===== config.mk =====
export PLATFORM = sky130hd
export DESIGN_NAME = precise_trap_unit
export DESIGN_NICKNAME = d
export VERILOG_FILES = /design/src/rtl/trap_pkg.sv /design/src/rtl/trap_select.sv /design/src/rtl/trap_vector.sv /design/src/rtl/trap_state.sv /design/src/rtl/precise_trap_unit.sv
export SDC_FILE = /design/constraint.sdc
export NUM_CORES = 1
export LEC_CHECK = 0
export ABC_CLOCK_PERIOD_IN_PS = 3200
export BUFFER_PORTS_ARGS = -buffer_cell sky130_fd_sc_hd__buf_2
export CAP_MARGIN = 20
export CORE_UTILIZATION = 43
export CTS_CLUSTER_DIAMETER = 120
export DETAILED_ROUTE_END_ITERATION = 16
export PLACE_DENSITY = 0.86
export SYNTH_ARGS = -nofsm -noshare
export SYNTH_HDL_FRONTEND = slang
export SYNTH_SLANG_ARGS = --single-unit
export TNS_END_PERCENT = 30

===== constraint.sdc =====
create_clock -name clk -period 3.2 [get_ports clk]
set_clock_uncertainty 0.15 [all_clocks]
set_input_delay 0.16 -clock clk [delete_from_list [all_inputs] [get_ports clk]]
set_output_delay 0.16 -clock clk [all_outputs]
set_load 0.005 [all_outputs]

===== src/rtl/trap_pkg.sv =====
package trap_pkg;
  typedef enum logic [2:0] {
    EXC_NONE  = 3'd0,
    EXC_UNDEF = 3'd2,
    EXC_ADDR  = 3'd4,
    EXC_OVF   = 3'd5
  } exc_code_e;

  localparam int N_STAGE = 4;
  localparam int ST_IF   = 0;
  localparam int ST_ID   = 1;
  localparam int ST_EX   = 2;
  localparam int ST_MEM  = 3;
endpackage


===== src/rtl/trap_select.sv =====
module trap_select
  import trap_pkg::*;
#(
  parameter int PC_W = 32
) (
  input  logic                id_hit,
  input  logic                ex_hit,
  input  logic                mem_hit,
  input  logic [PC_W-1:0]     id_pc,
  input  logic [PC_W-1:0]     ex_pc,
  input  logic [PC_W-1:0]     mem_pc,
  output logic                take,
  output exc_code_e           code,
  output logic [PC_W-1:0]     pc_sel,
  output logic [N_STAGE-1:0]  flush
);
  logic [N_STAGE-1:0] owner;

  always_comb begin
    owner  = '0;
    code   = EXC_NONE;
    pc_sel = '0;
    if (mem_hit) begin
      owner[ST_MEM] = 1'b1;
      code          = EXC_ADDR;
      pc_sel        = mem_pc;
    end else if (ex_hit) begin
      owner[ST_EX] = 1'b1;
      code         = EXC_OVF;
      pc_sel       = ex_pc;
    end else if (id_hit) begin
      owner[ST_ID] = 1'b1;
      code         = EXC_UNDEF;
      pc_sel       = id_pc;
    end
  end

  assign take = |owner;

  // a stage is squashed when the owner is at that stage or deeper
  for (genvar g = 0; g < N_STAGE; g++) begin : g_flush
    assign flush[g] = |owner[N_STAGE-1:g];
  end
endmodule


===== src/rtl/trap_vector.sv =====
module trap_vector
  import trap_pkg::*;
#(
  parameter int              PC_W         = 32,
  parameter logic [PC_W-1:0] HANDLER_BASE = 32'h8000_0180,
  parameter logic [PC_W-1:0] VEC_BASE     = 32'h8000_0000,
  parameter logic [PC_W-1:0] VEC_STRIDE   = 32'h0000_0080
) (
  input  logic            vec_mode,
  input  exc_code_e       code,
  output logic [PC_W-1:0] handler
);
  logic [PC_W-1:0] vec_addr;

  assign vec_addr = VEC_BASE + PC_W'(code) * VEC_STRIDE;
  assign handler  = vec_mode ? vec_addr : HANDLER_BASE;
endmodule


===== src/rtl/trap_state.sv =====
module trap_state
  import trap_pkg::*;
#(
  parameter int PC_W     = 32,
  parameter int CAUSE_W  = 8,
  parameter bit PC_PLUS4 = 1'b0
) (
  input  logic               clk,
  input  logic               rst_n,
  input  logic               take,
  input  exc_code_e          code,
  input  logic [PC_W-1:0]    pc_sel,
  output logic [PC_W-1:0]    epc,
  output logic [CAUSE_W-1:0] cause
);
  logic [PC_W-1:0]    epc_d;
  logic [CAUSE_W-1:0] cause_d;
  logic [PC_W-1:0]    pc_fix;

  if (PC_PLUS4) begin : g_minus4
    assign pc_fix = pc_sel - PC_W'(4);
  end else begin : g_exact
    assign pc_fix = pc_sel;
  end

  always_comb begin
    epc_d   = epc;
    cause_d = cause;
    if (take) begin
      epc_d   = pc_fix;
      cause_d = CAUSE_W'(1) << code;
    end
  end

  always_ff @(posedge clk or negedge rst_n) begin
    if (!rst_n) begin
      epc   <= '0;
      cause <= '0;
    end else if (take) begin
      epc   <= epc_d;
      cause <= cause_d;
    end
  end
endmodule


===== src/rtl/precise_trap_unit.sv =====
module precise_trap_unit
  import trap_pkg::*;
#(
  parameter int              PC_W         = 32,
  parameter int              CAUSE_W      = 8,
  parameter bit              PC_PLUS4     = 1'b0,
  parameter logic [PC_W-1:0] HANDLER_BASE = 32'h8000_0180,
  parameter logic [PC_W-1:0] VEC_BASE     = 32'h8000_0000,
  parameter logic [PC_W-1:0] VEC_STRIDE   = 32'h0000_0080
) (
  input  logic               clk,
  input  logic               rst_n,
  input  logic               vec_mode,
  input  logic               id_valid,
  input  logic               id_undef,
  input  logic [PC_W-1:0]    id_pc,
  input  logic               ex_valid,
  input  logic               ex_ovf,
  input  logic [PC_W-1:0]    ex_pc,
  input  logic               mem_valid,
  input  logic               mem_adr_err,
  input  logic [PC_W-1:0]    mem_pc,
  output logic [3:0]         flush,
  output logic               mem_kill,
  output logic               redirect_valid,
  output logic [PC_W-1:0]    redirect_pc,
  output logic [PC_W-1:0]    epc,
  output logic [CAUSE_W-1:0] cause
);
  logic            id_hit, ex_hit, mem_hit;
  logic            take;
  exc_code_e       code;
  logic [PC_W-1:0] pc_sel;
  logic [3:0]      flush_w;

  assign id_hit  = id_valid  && id_undef;
  assign ex_hit  = ex_valid  && ex_ovf;
  assign mem_hit = mem_valid && mem_adr_err;

  trap_select #(.PC_W(PC_W)) u_sel (
    .id_hit (id_hit),
    .ex_hit (ex_hit),
    .mem_hit(mem_hit),
    .id_pc  (id_pc),
    .ex_pc  (ex_pc),
    .mem_pc (mem_pc),
    .take   (take),
    .code   (code),
    .pc_sel (pc_sel),
    .flush  (flush_w)
  );

  trap_vector #(
    .PC_W        (PC_W),
    .HANDLER_BASE(HANDLER_BASE),
    .VEC_BASE    (VEC_BASE),
    .VEC_STRIDE  (VEC_STRIDE)
  ) u_vec (
    .vec_mode(vec_mode),
    .code    (code),
    .handler (redirect_pc)
  );

  trap_state #(
    .PC_W    (PC_W),
    .CAUSE_W (CAUSE_W),
    .PC_PLUS4(PC_PLUS4)
  ) u_state (
    .clk   (clk),
    .rst_n (rst_n),
    .take  (take),
    .code  (code),
    .pc_sel(pc_sel),
    .epc   (epc),
    .cause (cause)
  );

  assign flush          = flush_w;
  assign redirect_valid = take;
  assign mem_kill       = take && (code == EXC_ADDR);
endmodule


; Yosys cells after proc, flatten, opt, wreduce, memory -nomap -nowiden
; Cells that the tools add are included.
[totals]
regBits = 40
input_bits = 105
output_inout_bits = 78
wordCells = 23
[op_classes]
n_addsub = 1
n_eq_ne = 1
n_shift = 1
mux = 12
reduce_logical = 6
[ops]
columns = cell, n
row1 = $mux W32, 4
row2 = $add A32 B10 Y32 const A, 1
row3 = $shl A1 B3 Y8 const A, 1
row4 = $mux W3, 2
row5 = $logic_and A1 B1 Y1, 4
row6 = $mux W1, 4
row7 = $mux W2, 2
row8 = $eq A3 B3 Y1 const B, 1
row9 = $reduce_or A3 Y1, 1
row10 = $reduce_or A2 Y1, 1

; Depth between registers and ports, before layout
; Gate-level depths: netlist of the first run.
[depth]
word_depth = 6
mapped_depth = 5

; By module
; From an unflattened synthesis of the first run, not the netlist that was laid out.
[unflattened]
hier_cells = 293
area_unflattened_um2 = 3160.5
[modules_own_cells]
columns = mod, n_inst, cells_each, area_per_inst_um2, seq_area_each_um2
row1 = trap_state, 1, 100, 1659.1, 1001.0
row2 = trap_select, 1, 155, 1226.2, 0.0
row3 = trap_vector, 1, 34, 244.0, 0.0
row4 = precise_trap_unit, 1, 4, 31.3, 0.0

; Least setup slack after synthesis of the first run
; OpenSTA, ideal clock, no wires.
[synth_timing]
path_kind = in2out
start = input port ex_valid
end = output port flush[0]
t_arrival_ns = 1.020
t_required_ns = 2.890
slack_ns = 1.870
path_stages = 5
cell_sequence = a222oi_1 > buf_2 > buf_4 > inv_1 > buf_4
[synth_via]
elab_chain_len = 4
elab_cells_between_ends = 5
cone_classes = mux: 3 / reduce/logical: 2
[synth_rtl]
columns = item, line
row1 = start: declaration, precise_trap_unit.sv:17  ; input logic ex_valid,
row2 = $logic_and A1 B1 Y1 (*), precise_trap_unit.sv:37  ; assign ex_hit = ex_valid && ex_ovf;
row3 = $mux W1, trap_select.sv:27  ; end else if (ex_hit) begin
row4 = $mux W2 (*), trap_select.sv:23  ; if (mem_hit) begin
row5 = $reduce_or A3 Y1 (*), --
row6 = end: declaration, precise_trap_unit.sv:23  ; output logic [3:0] flush,
; Mark *: on every way between the ends. The rest lies on a longest branch, timed or not.

; Worst setup path after layout of the first run
[layout_timing]
start = input port ex_valid
end = output port redirect_pc[8]
[layout_via]
elab_chain_len = 5
[layout_rtl]
columns = item, line
row1 = $logic_and A1 B1 Y1, precise_trap_unit.sv:37
row2 = $mux W3, trap_select.sv:27
row3 = $mux W3, trap_select.sv:23
row4 = $add A32 B10 Y32, trap_vector.sv:15  ; assign vec_addr = VEC_BASE + PC_W'(code) * VEC_STRIDE;
row5 = $mux W32, trap_vector.sv:16  ; assign handler = vec_mode ? vec_addr : HANDLER_BASE;
row6 = end: declaration, precise_trap_unit.sv:26  ; output logic [PC_W-1:0] redirect_pc,
; No other way between the ends.

==> results of run 1 <==
[worst max path at each step]
| stage | start | end | slack [ns] | cells past startpoint |
|---|---|---|---|---|
| floorplan | ex_valid | flush[0] | 1.87 | 5 |
| global placement | ex_ovf | u_state.epc[10] | 1.11 | 5 |
| detailed placement | ex_valid | u_state.epc[8] | 1.04 | 5 |
| CTS | ex_ovf | redirect_pc[8] | 1.22 | 5 |
| global route | ex_valid | redirect_pc[8] | 1.03 | 5 |
| finish | ex_valid | redirect_pc[8] | 1.19 | 5 |
[Yosys cell counts, types with 2 or more instances]
library cell and instances:
buf_4 38, dfrtp_1 40, o31ai_1 32, nor2_1 33
clkbuf_1 9, buf_2 8, and3_1 32, a211oi_1 32
and2_1 6, o21ai_0 3, nand2_1 38, conb_1 2
[metal layers]
layer | global-route usage | routed length, um
met1 | 0.283 | 2770
met2 | 0.392 | 3200
met3 | 0.0467 | 505
met4 | 0.0635 | 59
met5 | 0 | 0
[critical path: cells and delay by family]
family,cells,cell delay [ns]
compound gates,1,0.12
buf+inv,2,0.55
simple gates,2,0.84
[layout make-up]
| cell class | count | area [um^2] | share of cell area |
|---|---|---|---|
| clock inverter | 1 | 5.00 | 0.00161 |
| sequential | 40 | 1000 | 0.321 |
| multi-input combinational | 208 | 1130 | 0.363 |
| inverter | 2 | 7.51 | 0.00241 |
| tap | 70 | 87.6 | 0.0281 |
| clock buffer | 6 | 72.6 | 0.0233 |
| timing repair buffer | 159 | 813 | 0.261 |
[stage by stage]
stage	std cells	area, um^2
floorplan	305	2500
global placement	478	3030
detailed placement	478	3030
CTS	486	3120
global route	486	3120
finish	486	3120
[cell families after synthesis]
logic type	synth area share
buf+inv	0.153
flops	0.418
other cells	0.00313
simple gates	0.213
compound gates	0.213
[sequential cells by signal (all words and copies together) (netlist names)]
name           flops
u_state.epc       32
u_state.cause      8
[power by group through the flow]
stage	combinational, W	clock, W	sequential, W
floorplan	0.000185	0	0.000619
global placement	0.000328	0	0.000613
detailed placement	0.000334	0	0.000613
CTS	0.000335	0.000326	0.000604
global route	0.000370	0.000343	0.000613
finish	0.000332	0.000308	0.000605
==> impl_metrics.csv, run 1 <==
group,metric,value,unit
power_and_ir_drop,p_leak,1.74,nW
synth,ys.flop_type,"dfrtp_1",
power_and_ir_drop,seqPwrFrac,0.486,
sta,slew_violations,0,
detailed_routing,wire_per_inst,13.4,um
setup_path,reg2reg_to,"u_state.cause[2]",
layout,num_antenna_cells,0,
sta,finalSetupViolCount,0,
layout,final_common_cell,"buf_2",
place,numPortBuffers,153,
power_and_ir_drop,net-switching-power,0.000366,W
cts,worstSkewPairLatency,0.28,ns
floorplan,core_area,5240,um^2
synth,syn_inst,278,
hold_path,min_to,"u_state.epc[31]",
detailed_routing,drt-vias-per-instance,5.05,
grt,antenna_found_initial,0,
detailed_routing,drtIter0Drc,126,
place,pre_cts_ws,1.04,ns
synth,synthTopCellsByArea,"dfrtp_1 42%, buf_4 12%, a211oi_1 10%, o31ai_1 10%, and3_1 8.4%",
setup_path,cp.arrival,1.70,ns
power_and_ir_drop,power,0.00124,W
cts,tritoncts,"yes",
grt,grt_pass1_wl,10700,um
setup_path,cp-start-kind,"input pin",
floorplan,start_util,0.457,
sta,whs,0.0136,ns
sta,fin_crit_sh,0.627,
cts,post_cts_buffers,0,
synth,syn_area,2400,um^2
cts,clockRootBuffer,"clkbuf_8",
cts,clk_pin_slew_worst_paths,0.07,ns
detailed_routing,wirelength,6540,um
synth,synth_top_area_cell,"dfrtp_1",
synth,synth_cell_type_count,17,
hold_path,holdPathStages,3,
sta,tns,0,ns
hold_path,hold_path.class,"input pin to flip-flop",
cts,numClockSinks,40,
cts,cts_resized,0,
setup_path,max_stage_delay,0.54,ns
layout,syn_to_final_growth,30.1,%
detailed_routing,drc,0,
detailed_routing,drtPass1Iterations,6,
grt,grt_max_degree,41,
floorplan,die_h,76.6,um
grt,grt-ovfl-total,0,
floorplan,dieArea,5870,um^2
power_and_ir_drop,pwr_density_cell,399,nW/um^2
sta,worstMarginPinSlew,0.899,ns
setup_path,crit_chain,"buf_2, nand2_1, nand2_1, o21ai_0, buf_2",
setup_path,rr_worst_depth,2,
cts,numCtsBuffers,5,
synth,syn_area_per_cell,8.62,um^2
layout,n_fill_cell,487,
floorplan,row_count,26,
setup_path,crit_type,"input pin to output pin",
power_and_ir_drop,ir_drop,0.000170,V
layout,final_cell_mix,"153 x buf_2, 40 x dfrtp_1, 38 x nand2_1",
sta,max_freq,499,MHz
setup_path,rr_startpoint,"u_state.cause[2]",
synth,synth_edf_count,0,
synth,yosys_register_bits,40,
place,gp_congestion,0.796,
cts,cts_htree_levels,2,
power_and_ir_drop,swShare,0.294,
power_and_ir_drop,comb_power_share,0.267,
power_and_ir_drop,power.internal,0.000878,W
detailed_routing,vias,2454,
run,drv_cap,0,
setup_path,worstPathRequired,2.89,ns
floorplan,die_w,76.6,um
grt,grt_pass1_vias,2225,
grt,track_usage,0.226,
sta,hold_viol,0,
sta,slew_headroom,0.401,
setup_path,cp_max_fo,34,
layout,final_util,0.595,
sta,worst_slack,1.19,ns
synth,ys_seq_area_frac,0.418,
hold_path,worstHoldStart,"mem_pc[31]",
status,status,"finished, final reports clean",
sta,rsz0062_at_grt,"no",
power_and_ir_drop,p_clk_frac,0.247,
place,dpl.hpwl,4780,um
synth,synth_top_cell_area_share,0.418,
layout,nNetsFinal,521,
cts,cts_buffer_depth,2,
synth,async_reset_ff_frac,1.00,
setup_path,slowest_stage,"nand2_1",
cts,postCtsHoldBufs,1,
detailed_routing,antenna_left,0,
layout,layout-drive-gt1-share,0.397,
sta,min_period,2.01,ns
synth,ys_warn_count,0,
setup_path,end_kind,"output pin",
floorplan,pin_count,183,
setup_path,rrSetupSlack,2.39,ns
(Power assumes the default switching activity.)
==> run 2, diff against run 1 <==
- ABC_CLOCK_PERIOD_IN_PS: 3200 -> 1670
- CORE_UTILIZATION: 43 -> 36
- PLACE_DENSITY: 0.86 -> 0.76
- clock period: 3.2 -> 1.67 ns (I/O delays scaled with it)
==> run 2 against run 1 <==
  * Die area is 19% higher
  * Sequential share of layout area fell by 4.3 points
  * Final area is 15% higher
  * Clock power grew to 2.8 times the previous value
  * First-iteration DRC count fell by 3.2%
  * Final cell count rose by 9.9%
  * Critical endpoint is now redirect_pc[9]
  * Worst hold slack better by 0.0045 ns
  * Highest routed layer unchanged
  * Utilization fell by 3.2 points
  * Register-to-register slack worse by 2.1 ns
  * Worst setup slack worse by 1.0 ns
==> impl_metrics.csv, run 2 (same netlist as run 1, synthesis figures left out) <==
group,metric,value,unit
status,status,"finished, final reports clean",
place,numPortBuffers,153,
detailed_routing,drc,0,
setup_path,rrSetupSlack,0.34,ns
sta,slew_violations,0,
cts,post_cts_buffers,0,
power_and_ir_drop,seqPwrFrac,0.421,
cts,numCtsBuffers,5,
place,dpl.hpwl,5050,um
sta,hold_viol,0,
detailed_routing,drtIter0Drc,122,
layout,final_common_cell,"buf_2",
sta,fin_crit_sh,0.896,
grt,track_usage,0.212,
setup_path,cp_max_fo,35,
detailed_routing,vias,2647,
hold_path,worstHoldStart,"id_pc[31]",
power_and_ir_drop,net-switching-power,0.000750,W
detailed_routing,antenna_left,0,
place,gp_congestion,0.820,
grt,antenna_found_initial,0,
detailed_routing,drt-vias-per-instance,4.96,
layout,largest_reg_flops,32,
power_and_ir_drop,comb_power_share,0.268,
floorplan,row_count,29,
cts,tritoncts,"yes",
grt,grt_pass1_vias,2546,
cts,clockRootBuffer,"clkbuf_8",
setup_path,worstPathRequired,1.44,ns
hold_path,holdPathStages,3,
hold_path,min_to,"u_state.epc[31]",
power_and_ir_drop,power.internal,0.00200,W
detailed_routing,wire_per_inst,13.7,um
setup_path,rr_startpoint,"u_state.cause[2]",
setup_path,crit_type,"input pin to output pin",
grt,grt-ovfl-total,0,
power_and_ir_drop,swShare,0.272,
setup_path,reg2reg_to,"u_state.cause[2]",
cts,cts_buffer_depth,2,
grt,grt_max_degree,37,
grt,met3_usage,0.0465,
layout,syn_to_final_growth,50.1,%
floorplan,dieArea,6990,um^2
cts,clk_pin_slew_worst_paths,0.08,ns
floorplan,core_area,6390,um^2
grt,grtUsageMet1,0.254,
grt,grt_pass1_wl,12000,um
setup_path,cp-start-kind,"input pin",
cts,numClockSinks,40,
sta,tns,0,ns
power_and_ir_drop,pwr_density_cell,766,nW/um^2
power_and_ir_drop,power,0.00275,W
sta,rsz0062_at_grt,"no",
layout,top_register,"u_state.epc",
cts,cts_htree_levels,2,
grt,grt-busiest-layer,"met2",
floorplan,die_w,83.6,um
floorplan,pin_count,183,
power_and_ir_drop,ir_drop,0.000436,V
setup_path,end_kind,"output pin",
layout,layout-drive-gt1-share,0.379,
setup_path,rr_worst_depth,3,
detailed_routing,wirelength,7340,um
sta,max_freq,668,MHz
hold_path,hold_path.class,"input pin to flip-flop",
detailed_routing,drtPass1Iterations,4,
sta,finalSetupViolCount,0,
floorplan,start_util,0.375,
layout,num_antenna_cells,0,
layout,final_util,0.563,
layout,nNetsFinal,561,
power_and_ir_drop,p_clk_frac,0.310,
cts,worstSkewPairLatency,0.28,ns
floorplan,die_h,83.6,um
layout,top_regs,"u_state.epc: 32 flops, u_state.cause: 8 flops",
power_and_ir_drop,p_leak,1.95,nW
grt,use_met2,0.383,
run,drv_cap,0,
layout,final_cell_mix,"153 x buf_2, 40 x dfrtp_1, 38 x nand2_1",
setup_path,cp.arrival,1.26,ns
sta,min_period,1.50,ns
==> run 2: area by class of cell <==
class,instances,area (um^2)
clock inverter,1,30.0
multi-input combinational,208,1130
timing repair buffer,199,1240
clock buffer,7,96.3
tap,77,96.3
sequential,40,1000
inverter,2,7.51
fill,581,2790
==> run 2: layer usage <==
layer	up-vias	routed length (um)
met5	-	0
met4	0	66
met3	8	550
met2	134	3690
met1	1234	3030
li1	1271	-
==> run 2: worst max-delay path by stage <==
stage,slack [ns],cells after the start,startpoint,to
floorplan,0.49,5,ex_valid,flush[0]
global placement,0.12,6,ex_valid,u_state.epc[23]
global route,0.09,7,ex_valid,redirect_pc[9]
detailed placement,0.07,6,ex_valid,u_state.epc[24]
finish,0.17,7,ex_valid,redirect_pc[9]
CTS,0.17,7,ex_valid,redirect_pc[9]
==> run 2: timing repair <==
item                      4_1_cts  5_1_grt
hold buffers                   35        0
hold endpoints to repair       50        0
resized for setup               0        0
==> run 2: power by group through the flow <==
stage	clock, W	combinational (W)	sequential, W
4_1_cts	0.000886	0.000737	0.00116
3_5_place_dp	0	0.000673	0.00118
3_3_place_gp	0	0.000658	0.00118
6_report	0.000855	0.000738	0.00116
5_1_grt	0.000927	0.000817	0.00117
2_1_floorplan	0	0.000355	0.00119
==> run 2: critical path, cell delays in order <==
cell,delay (ns)
buf_2,0.25
buf_4,0.26
nand2_1,0.11
buf_12,0.19
nand2_1,0.13
and2_1,0.13
buf_2,0.10
==> run 2: stage by stage <==
| step | setup slack [ns] | cells | instance area, um^2 | hold WS, ns |
|---|---|---|---|---|
| CTS | 0.168 | 534 | 3600 | 0.00488 |
| detailed placement | 0.0711 | 491 | 3120 | -0.0993 |
| finish | 0.174 | 534 | 3600 | 0.0181 |
| global route | 0.0858 | 534 | 3600 | 0.0207 |
| global placement | 0.123 | 491 | 3120 | -0.108 |
| floorplan | 0.493 | 305 | 2500 | -0.362 |
